--- src/rtl/bcq_pkg.sv ---
package bcq_pkg;
  localparam int unsigned ADDR_W = 16;
  localparam int unsigned DATA_W = 16;
  localparam int unsigned LANE_W = 2;

  typedef struct packed {
    logic [ADDR_W-1:0] addr;
    logic [DATA_W-1:0] data;
    logic [LANE_W-1:0] lanes;
    logic              is_mem;
  } cmd_t;

  // capacity setting decode: 0 -> 32, 1 -> 16, otherwise 8
  function automatic int unsigned cap_words(input logic [1:0] sel);
    case (sel)
      2'd0:    return 32;
      2'd1:    return 16;
      default: return 8;
    endcase
  endfunction
endpackage

--- src/rtl/bcq_ring.sv ---
module bcq_ring
  import bcq_pkg::*;
#(
  parameter int unsigned DEPTH = 32,
  localparam int unsigned PTR_W = $clog2(DEPTH),
  localparam int unsigned LVL_W = $clog2(DEPTH + 1)
) (
  input  logic             clk_i,
  input  logic             rst_ni,
  input  logic             push_i,
  input  cmd_t             push_cmd_i,
  input  logic             pop_i,
  output cmd_t             head_o,
  output logic [LVL_W-1:0] level_o
);
  cmd_t             mem_q [DEPTH];
  logic [PTR_W-1:0] wr_ptr_q, wr_ptr_d;
  logic [PTR_W-1:0] rd_ptr_q, rd_ptr_d;
  logic [LVL_W-1:0] level_q, level_d;

  always_comb begin
    wr_ptr_d = wr_ptr_q;
    rd_ptr_d = rd_ptr_q;
    level_d  = level_q;
    if (push_i) wr_ptr_d = wr_ptr_q + PTR_W'(1);
    if (pop_i)  rd_ptr_d = rd_ptr_q + PTR_W'(1);
    case ({push_i, pop_i})
      2'b10:   level_d = level_q + LVL_W'(1);
      2'b01:   level_d = level_q - LVL_W'(1);
      default: level_d = level_q;
    endcase
  end

  always_ff @(posedge clk_i or negedge rst_ni) begin
    if (!rst_ni) begin
      wr_ptr_q <= '0;
      rd_ptr_q <= '0;
      level_q  <= '0;
    end else begin
      wr_ptr_q <= wr_ptr_d;
      rd_ptr_q <= rd_ptr_d;
      level_q  <= level_d;
    end
  end

  always_ff @(posedge clk_i) begin
    if (push_i) mem_q[wr_ptr_q] <= push_cmd_i;
  end

  assign head_o  = mem_q[rd_ptr_q];
  assign level_o = level_q;

  AST_NO_UNDERFLOW: assert property (@(posedge clk_i) disable iff (!rst_ni)
    pop_i |-> (level_q != '0));
  AST_NO_OVERFLOW: assert property (@(posedge clk_i) disable iff (!rst_ni)
    (push_i && !pop_i) |-> (level_q < LVL_W'(DEPTH)));
endmodule

--- src/rtl/bcq_pacer.sv ---
module bcq_pacer #(
  parameter int unsigned DRAIN_CYCLES = 3,
  localparam int unsigned TW = (DRAIN_CYCLES > 1) ? $clog2(DRAIN_CYCLES) : 1
) (
  input  logic clk_i,
  input  logic rst_ni,
  input  logic en_i,
  input  logic nonempty_i,
  output logic pop_o
);
  logic [TW-1:0] tmr_q, tmr_d;
  logic          tmr_en;

  assign pop_o = en_i && nonempty_i && (tmr_q == '0);

  always_comb begin
    tmr_en = pop_o || (tmr_q != '0);
    tmr_d  = tmr_q;
    if (pop_o)               tmr_d = TW'(DRAIN_CYCLES - 1);
    else if (tmr_q != '0)    tmr_d = tmr_q - TW'(1);
  end

  always_ff @(posedge clk_i or negedge rst_ni) begin
    if (!rst_ni)     tmr_q <= '0;
    else if (tmr_en) tmr_q <= tmr_d;
  end

  if (DRAIN_CYCLES > 1) begin : g_spacing
    AST_DRAIN_SPACING: assert property (@(posedge clk_i) disable iff (!rst_ni)
      pop_o |=> !pop_o);
  end
endmodule

--- src/rtl/bcq_host_ctl.sv ---
module bcq_host_ctl
  import bcq_pkg::*;
#(
  parameter int unsigned LVL_W = 6
) (
  input  logic              clk_i,
  input  logic              rst_ni,
  input  logic              sel_ni,
  input  logic              strb_ni,
  input  logic              rd_nwr_i,
  input  logic              last_ni,
  input  logic [ADDR_W-1:0] addr_i,
  input  logic [1:0]        cap_sel_i,
  input  logic [LVL_W-1:0]  level_i,
  input  logic              pop_i,
  output logic              push_o,
  output logic [ADDR_W-1:0] word_addr_o,
  output logic [LVL_W-1:0]  cap_o,
  output logic              rdy_no,
  output logic              stop_no
);
  logic              stop_q, stop_d;
  logic              done_q, done_d;
  logic              first_q, first_d;
  logic              rdy_q;
  logic [ADDR_W-1:0] nxt_addr_q, nxt_addr_d;
  logic [LVL_W-1:0]  cap_q, cap_d;
  logic              cap_en;
  logic              offered, open_w, full_w, refuse;
  logic [LVL_W-1:0]  lvl_after;

  always_comb begin
    offered     = !sel_ni && !strb_ni && !rd_nwr_i;
    open_w      = !stop_q && !done_q;
    full_w      = (level_i >= cap_q);
    push_o      = offered && open_w && !full_w;
    refuse      = offered && open_w && full_w;
    lvl_after   = level_i + LVL_W'(push_o) - LVL_W'(pop_i);
    word_addr_o = first_q ? addr_i : nxt_addr_q;

    stop_d     = sel_ni ? 1'b0 : (stop_q || refuse || (push_o && (lvl_after == cap_q)));
    done_d     = sel_ni ? 1'b0 : (done_q || (push_o && !last_ni));
    first_d    = sel_ni ? 1'b1 : (first_q && !push_o);
    nxt_addr_d = word_addr_o + ADDR_W'(1);
    cap_en     = (level_i == '0);
    cap_d      = LVL_W'(cap_words(cap_sel_i));
  end

  always_ff @(posedge clk_i or negedge rst_ni) begin
    if (!rst_ni) begin
      stop_q  <= 1'b0;
      done_q  <= 1'b0;
      first_q <= 1'b1;
      rdy_q   <= 1'b0;
    end else begin
      stop_q  <= stop_d;
      done_q  <= done_d;
      first_q <= first_d;
      rdy_q   <= push_o;
    end
  end

  always_ff @(posedge clk_i or negedge rst_ni) begin
    if (!rst_ni)     nxt_addr_q <= '0;
    else if (push_o) nxt_addr_q <= nxt_addr_d;
  end

  always_ff @(posedge clk_i or negedge rst_ni) begin
    if (!rst_ni)     cap_q <= LVL_W'(32);
    else if (cap_en) cap_q <= cap_d;
  end

  assign cap_o   = cap_q;
  assign rdy_no  = !rdy_q;
  assign stop_no = !stop_q;

  AST_STOP_HOLD: assert property (@(posedge clk_i) disable iff (!rst_ni)
    (!stop_no && !sel_ni) |=> !stop_no);
  AST_STOP_RELEASE: assert property (@(posedge clk_i) disable iff (!rst_ni)
    sel_ni |=> stop_no);
  AST_CAP_FROZEN: assert property (@(posedge clk_i) disable iff (!rst_ni)
    (level_i != '0) |=> $stable(cap_q));
endmodule

--- src/rtl/burst_cmd_port.sv ---
module burst_cmd_port
  import bcq_pkg::*;
#(
  parameter int unsigned DEPTH        = 32,
  parameter int unsigned DRAIN_CYCLES = 3,
  localparam int unsigned LVL_W = $clog2(DEPTH + 1)
) (
  input  logic              clk_i,
  input  logic              rst_ni,
  input  logic [1:0]        cap_sel_i,
  input  logic              hst_sel_ni,
  input  logic              hst_strb_ni,
  input  logic              hst_rd_nwr_i,
  input  logic              hst_mem_nreg_i,
  input  logic [ADDR_W-1:0] hst_addr_i,
  input  logic [DATA_W-1:0] hst_data_i,
  input  logic [LANE_W-1:0] hst_lanes_i,
  input  logic              hst_last_ni,
  output logic              hst_rdy_no,
  output logic              hst_stop_no,
  input  logic              drain_en_i,
  output logic              cmd_pop_o,
  output logic [ADDR_W-1:0] cmd_addr_o,
  output logic [DATA_W-1:0] cmd_data_o,
  output logic [LANE_W-1:0] cmd_lanes_o,
  output logic              cmd_mem_o
);
  logic [1:0]        rst_sync_q;
  logic              rst_n;
  logic              push, pop;
  logic [ADDR_W-1:0] word_addr;
  logic [LVL_W-1:0]  level, cap;
  cmd_t              new_cmd, head;

  always_ff @(posedge clk_i or negedge rst_ni) begin
    if (!rst_ni) rst_sync_q <= '0;
    else         rst_sync_q <= {rst_sync_q[0], 1'b1};
  end
  assign rst_n = rst_sync_q[1];

  bcq_host_ctl #(.LVL_W(LVL_W)) i_ctl (
    .clk_i(clk_i), .rst_ni(rst_n),
    .sel_ni(hst_sel_ni), .strb_ni(hst_strb_ni), .rd_nwr_i(hst_rd_nwr_i),
    .last_ni(hst_last_ni), .addr_i(hst_addr_i), .cap_sel_i(cap_sel_i),
    .level_i(level), .pop_i(pop),
    .push_o(push), .word_addr_o(word_addr), .cap_o(cap),
    .rdy_no(hst_rdy_no), .stop_no(hst_stop_no)
  );

  assign new_cmd = '{addr: word_addr, data: hst_data_i, lanes: hst_lanes_i,
                     is_mem: hst_mem_nreg_i};

  bcq_ring #(.DEPTH(DEPTH)) i_ring (
    .clk_i(clk_i), .rst_ni(rst_n),
    .push_i(push), .push_cmd_i(new_cmd), .pop_i(pop),
    .head_o(head), .level_o(level)
  );

  bcq_pacer #(.DRAIN_CYCLES(DRAIN_CYCLES)) i_pacer (
    .clk_i(clk_i), .rst_ni(rst_n),
    .en_i(drain_en_i), .nonempty_i(level != '0), .pop_o(pop)
  );

  assign cmd_pop_o   = pop;
  assign cmd_addr_o  = head.addr;
  assign cmd_data_o  = head.data;
  assign cmd_lanes_o = head.lanes;
  assign cmd_mem_o   = head.is_mem;

  AST_LEVEL_WITHIN_CAP: assert property (@(posedge clk_i) disable iff (!rst_n)
    level <= cap);
  AST_RDY_ON_GROWTH: assert property (@(posedge clk_i) disable iff (!rst_n)
    (level > $past(level)) |-> !hst_rdy_no);
endmodule

--- config.mk ---
export PLATFORM = sky130hd
export DESIGN_NAME = burst_cmd_port
export DESIGN_NICKNAME = d
export VERILOG_FILES = /design/src/rtl/bcq_pkg.sv /design/src/rtl/bcq_ring.sv /design/src/rtl/bcq_pacer.sv /design/src/rtl/bcq_host_ctl.sv /design/src/rtl/burst_cmd_port.sv
export SDC_FILE = /design/constraint.sdc
export NUM_CORES = 1
export LEC_CHECK = 0
export ABC_CLOCK_PERIOD_IN_PS = 2200
export BUFFER_PORTS_ARGS = -buffer_cell sky130_fd_sc_hd__buf_2
export CORE_MARGIN = 4
export CORE_UTILIZATION = 50
export DETAILED_ROUTE_END_ITERATION = 6
export PLACE_DENSITY = 0.68
export SYNTH_ARGS = -nofsm -noshare
export SYNTH_HDL_FRONTEND = slang
export SYNTH_SLANG_ARGS = --single-unit
export TNS_END_PERCENT = 1
--- constraint.sdc ---
create_clock -name clk_i -period 2.2 [get_ports clk_i]
set_clock_uncertainty 0.1 [all_clocks]
set_input_delay 0.22 -clock clk_i [delete_from_list [all_inputs] [get_ports clk_i]]
set_output_delay 0.22 -clock clk_i [all_outputs]
set_load 0.03 [all_outputs]
==> summary.md <==
| Metric | Value |
|---|---|
| Status | finished with violations |
| Failing checks | setup timing |
| Post-synth EDFFs | 1,120 |
| Period utilisation layout | 1.54 |
| Place WS | -865 ps |
| Worst Reg-to-Reg Cells | 13 |
| Syn. warnings | 0 |
| CTS tree | yes |
| Util after Layout | 0.623 |
| Count of different cell masters after synthesis | 53 |
| Critical path class | flip-flop to output port |
| Die Ht | 308 um |
| Post-Syn Area | 45,100 um^2 |
| Hold Fails Final Rpt | 0 |
| CP Buf/Inv Count | 4 |
| Reg2reg setup slack | -810 ps |
| VDD IR max | 997 uV |
| Core Box Area | 88,900 um^2 |
| Startpoint types | flip-flop |
| CP top delay family | multiplexers |
| Overall routing resource usage | 0.231 |
| Setup TNS | -508,750 ps |
| #FFs+latches synth | 1,163 |
| Worst-Margin Slew | 690 ps |
| Final Setup Violations | 1,166 |
| WP depth | 8 |
| CTS sink cnt | 1,163 |
| Minimum clock period | 3390 ps |
| Vias in the first global route | 23,600 |
| Crit path capture | cmd_addr_o[2] |
| IO buf count | 81 |
| Critical Path Sink Type | output port |
| Crit-path cells | buf_12, buf_16, buf_12, mux4_2, mux4_2, nor2b_4, nor3_2, buf_4 |
| Post-route ant nets | 0 |
| Slew margin rel. | 0.540 |
| Initial antenna violation count | 2 |
| Global route overflow | 0 |
| Seq/Total Area, Yosys | 0.770 |
| Clock Tree Buf Depth | 3 |
| Power density over the cells | 1250 nW/um^2 |
| First-pass GRT wire length | 159 mm |
| Avg WL per Cell | 29.3 um |
| Initial core utilization | 0.507 |
| Nets | 2,512 |
| Largest net degree at the start of global routing | 42 |
| DIE AREA | 95,000 um^2 |
| Hold_ws | 51.2 ps |
| Crit path required time | 1880 ps |
| H-tree levels | 3 |
| Leakage | 18.1 nW |
| Ports | 82 |
| Clock root buffer | clkbuf_16 |
| Fmax achieved | 0.295 GHz |
| Final HPWL from detailed placement | 66.6 mm |
| Final setup margin | -1190 ps |
| RSZ-0062 raised after global routing | yes |
| DR iter-0 viols | 2,555 |
| Most common cell after layout, fill and taps aside | edfxtp_1 |
| Worst Setup SP | i_ring.rd_ptr_q[0] |
| Synth Area per Inst | 22.4 um^2 |
| Async SR Flop Fraction | 0.0370 |
| PnR Total Power | 69.3 mW |
| GP Congestion | 0.826 |
| Max-slew violations | 0 |
| Worst stage delay on the critical path | 530 ps |
| Critical path arrival | 3070 ps |
| Drt first pass iters | 5 |
| FF-to-FF Start | i_ring.level_o[3] |
| Cell area after placement | 50,000 um^2 |
| Final wirelength | 109 mm |
| Share of cells above drive strength 1 | 0.397 |
| Area Overhead vs Synth | 22.8% |
| Crit-path slowest cell | mux4_2 |
| Worst-path maximum fanout | 7 |
| Post-synthesis cell count | 2,011 |
| Rows | 109 |
| Worst-path clk slew | 60 ps |
| Later-pin clock latency in the skew report | 680 ps |
| TritonCTS Buffers | 112 |
| Reg-to-reg critical path endpoint | i_ctl.stop_q |
| Most frequent cells in the layout | 1,120 x edfxtp_1, 315 x mux4_2, 178 x buf_4 |
| Residual DRC | 0 |
| Post-Layout Cell Count | 3,705 |
| Hold Crit Class | input pin to flip-flop |
| Inst Count DP | 3,429 |
| Post-synth top flop | edfxtp_1 |
| Drt via density | 6.13 |
| Final Cell Area | 55,400 um^2 |
| Maxcap violations | 0 |
| Die W | 308 um |
| Fill cell count | 5,868 |
| Via Count | 22,700 |
| Syn_nets | 2,080 |
## Yosys cell counts (2+ instances only)
cell / count / area share
nand3_1: 10 / 0.0011
xor2_1: 15 / 0.0029
a21oi_1: 7 / 0.00078
xnor2_1: 16 / 0.0031
nand2_2: 4 / 0.00055
a32oi_1: 2 / 0.00039
buf_4: 13 / 0.0022
mux2i_1: 2 / 0.00044
inv_1: 23 / 0.0019
mux4_2: 315 / 0.16
dfrtp_1: 41 / 0.023
clkbuf_1: 40 / 0.0033
nor4_1: 2 / 0.00028
nand4_1: 12 / 0.0017
o22ai_1: 70 / 0.0097
nor2b_1: 36 / 0.0050
nand4b_1: 4 / 0.00078
nor2_1: 40 / 0.0033
nor3_1: 38 / 0.0042
or3_1: 2 / 0.00028
nand3b_1: 6 / 0.0010
edfxtp_1: 1120 / 0.75
buf_6: 14 / 0.0035
nand2b_1: 2 / 0.00028
dfstp_2: 2 / 0.0012
buf_2: 18 / 0.0020
o31ai_1: 2 / 0.00033
buf_1: 18 / 0.0015
a21o_1: 2 / 0.00033
a22oi_1: 2 / 0.00033
or3b_2: 2 / 0.00039
nand2_1: 45 / 0.0037
o21ai_0: 26 / 0.0029
fa_1: 2 / 0.00089
mux2_2: 18 / 0.0045
ha_1: 23 / 0.0064
## cell type report
cell class | count | area (um^2) | share of cell area
Inverter | 24 | 92.6 | 0.00167
Multi-Input combinational cell | 721 | 10500 | 0.189
Clock inverter | 73 | 805 | 0.0145
Clock buffer | 137 | 3000 | 0.0541
Antenna cell | 1 | 2.50 | 0.0000452
Sequential cell | 1163 | 34700 | 0.627
Tap cell | 1165 | 1460 | 0.0263
Timing Repair Buffer | 421 | 4850 | 0.0875
## timing repair
action                                  4_1_cts  5_1_grt
gates cloned                                  5        6
pin swaps                                     1       28
hold endpoints to repair                    629        0
setup buffers                                11       11
hold buffers                                 40        0
gates resized for setup                      75      121
endpoints found under the setup margin     1185     1187
## cells by family (layout without fill, tap and decap cells)
logic type	Yosys count	count (layout)	synth area share
flip-flops	1163	1163	0.770
AND/OR/NAND/NOR	210	210	0.0239
buffers and inverters	127	655	0.0145
multiplexers	335	335	0.162
XOR/XNOR	31	31	0.00602
other	1	2	0.0000832
adder cells (fa/ha/maj)	25	25	0.00727
AO/OA/AOI/OAI	119	119	0.0162
## sequential cells by signal, summed over array words and instances, names as in the netlist
register          flops
i_ctl.cap_o           3
i_ctl.done_q          1
i_ctl.first_q         1
i_ctl.nxt_addr_q     16
i_ctl.rdy_q           1
i_ctl.stop_q          1
i_pacer.tmr_q         2
i_ring.level_o        6
i_ring.mem_q       1120
i_ring.rd_ptr_q       5
i_ring.wr_ptr_q       5
rst_sync_q            2
## report_power, final
part           internal, mW  switching [mW]  total [mW]  leakage [nW]
logic                  11.9            12.2        24.1          5.68
registers              25.1           0.466        25.6          10.6
clock network          11.4            8.16        19.5          1.86
total                  48.4            20.9        69.3          18.1
## worst min-delay path by stage
stage / startpoint / to / slack [ps] / cells past startpoint
final: hst_addr_i[11] / i_ctl.nxt_addr_q[11] / 50 / 4
after global routing: hst_addr_i[11] / i_ctl.nxt_addr_q[11] / 60 / 4
after CTS: hst_addr_i[11] / i_ctl.nxt_addr_q[11] / 10 / 4
after detailed placement: rst_ni / rst_sync_q[0] / -90 / 1
after global placement: rst_ni / rst_sync_q[0] / -90 / 1
after floorplan: rst_ni / rst_sync_q[0] / -180 / 0
## worst min-delay path: stages
cell     delay (ps)
buf_2           120
mux2_2          210
xor2_1           70
o21ai_0         140
## metal layers
layer / vias up / part of all wire / track usage
met2: 1142 / 0.48 / 0.361
met4: 0 / 0.025 / 0.0609
met5: - / 0 / 0
met1: 12000 / 0.41 / 0.342
li1: 9379 / - / -
met3: 175 / 0.090 / 0.0412
Note: power is estimated with default switching activity, not from simulation.
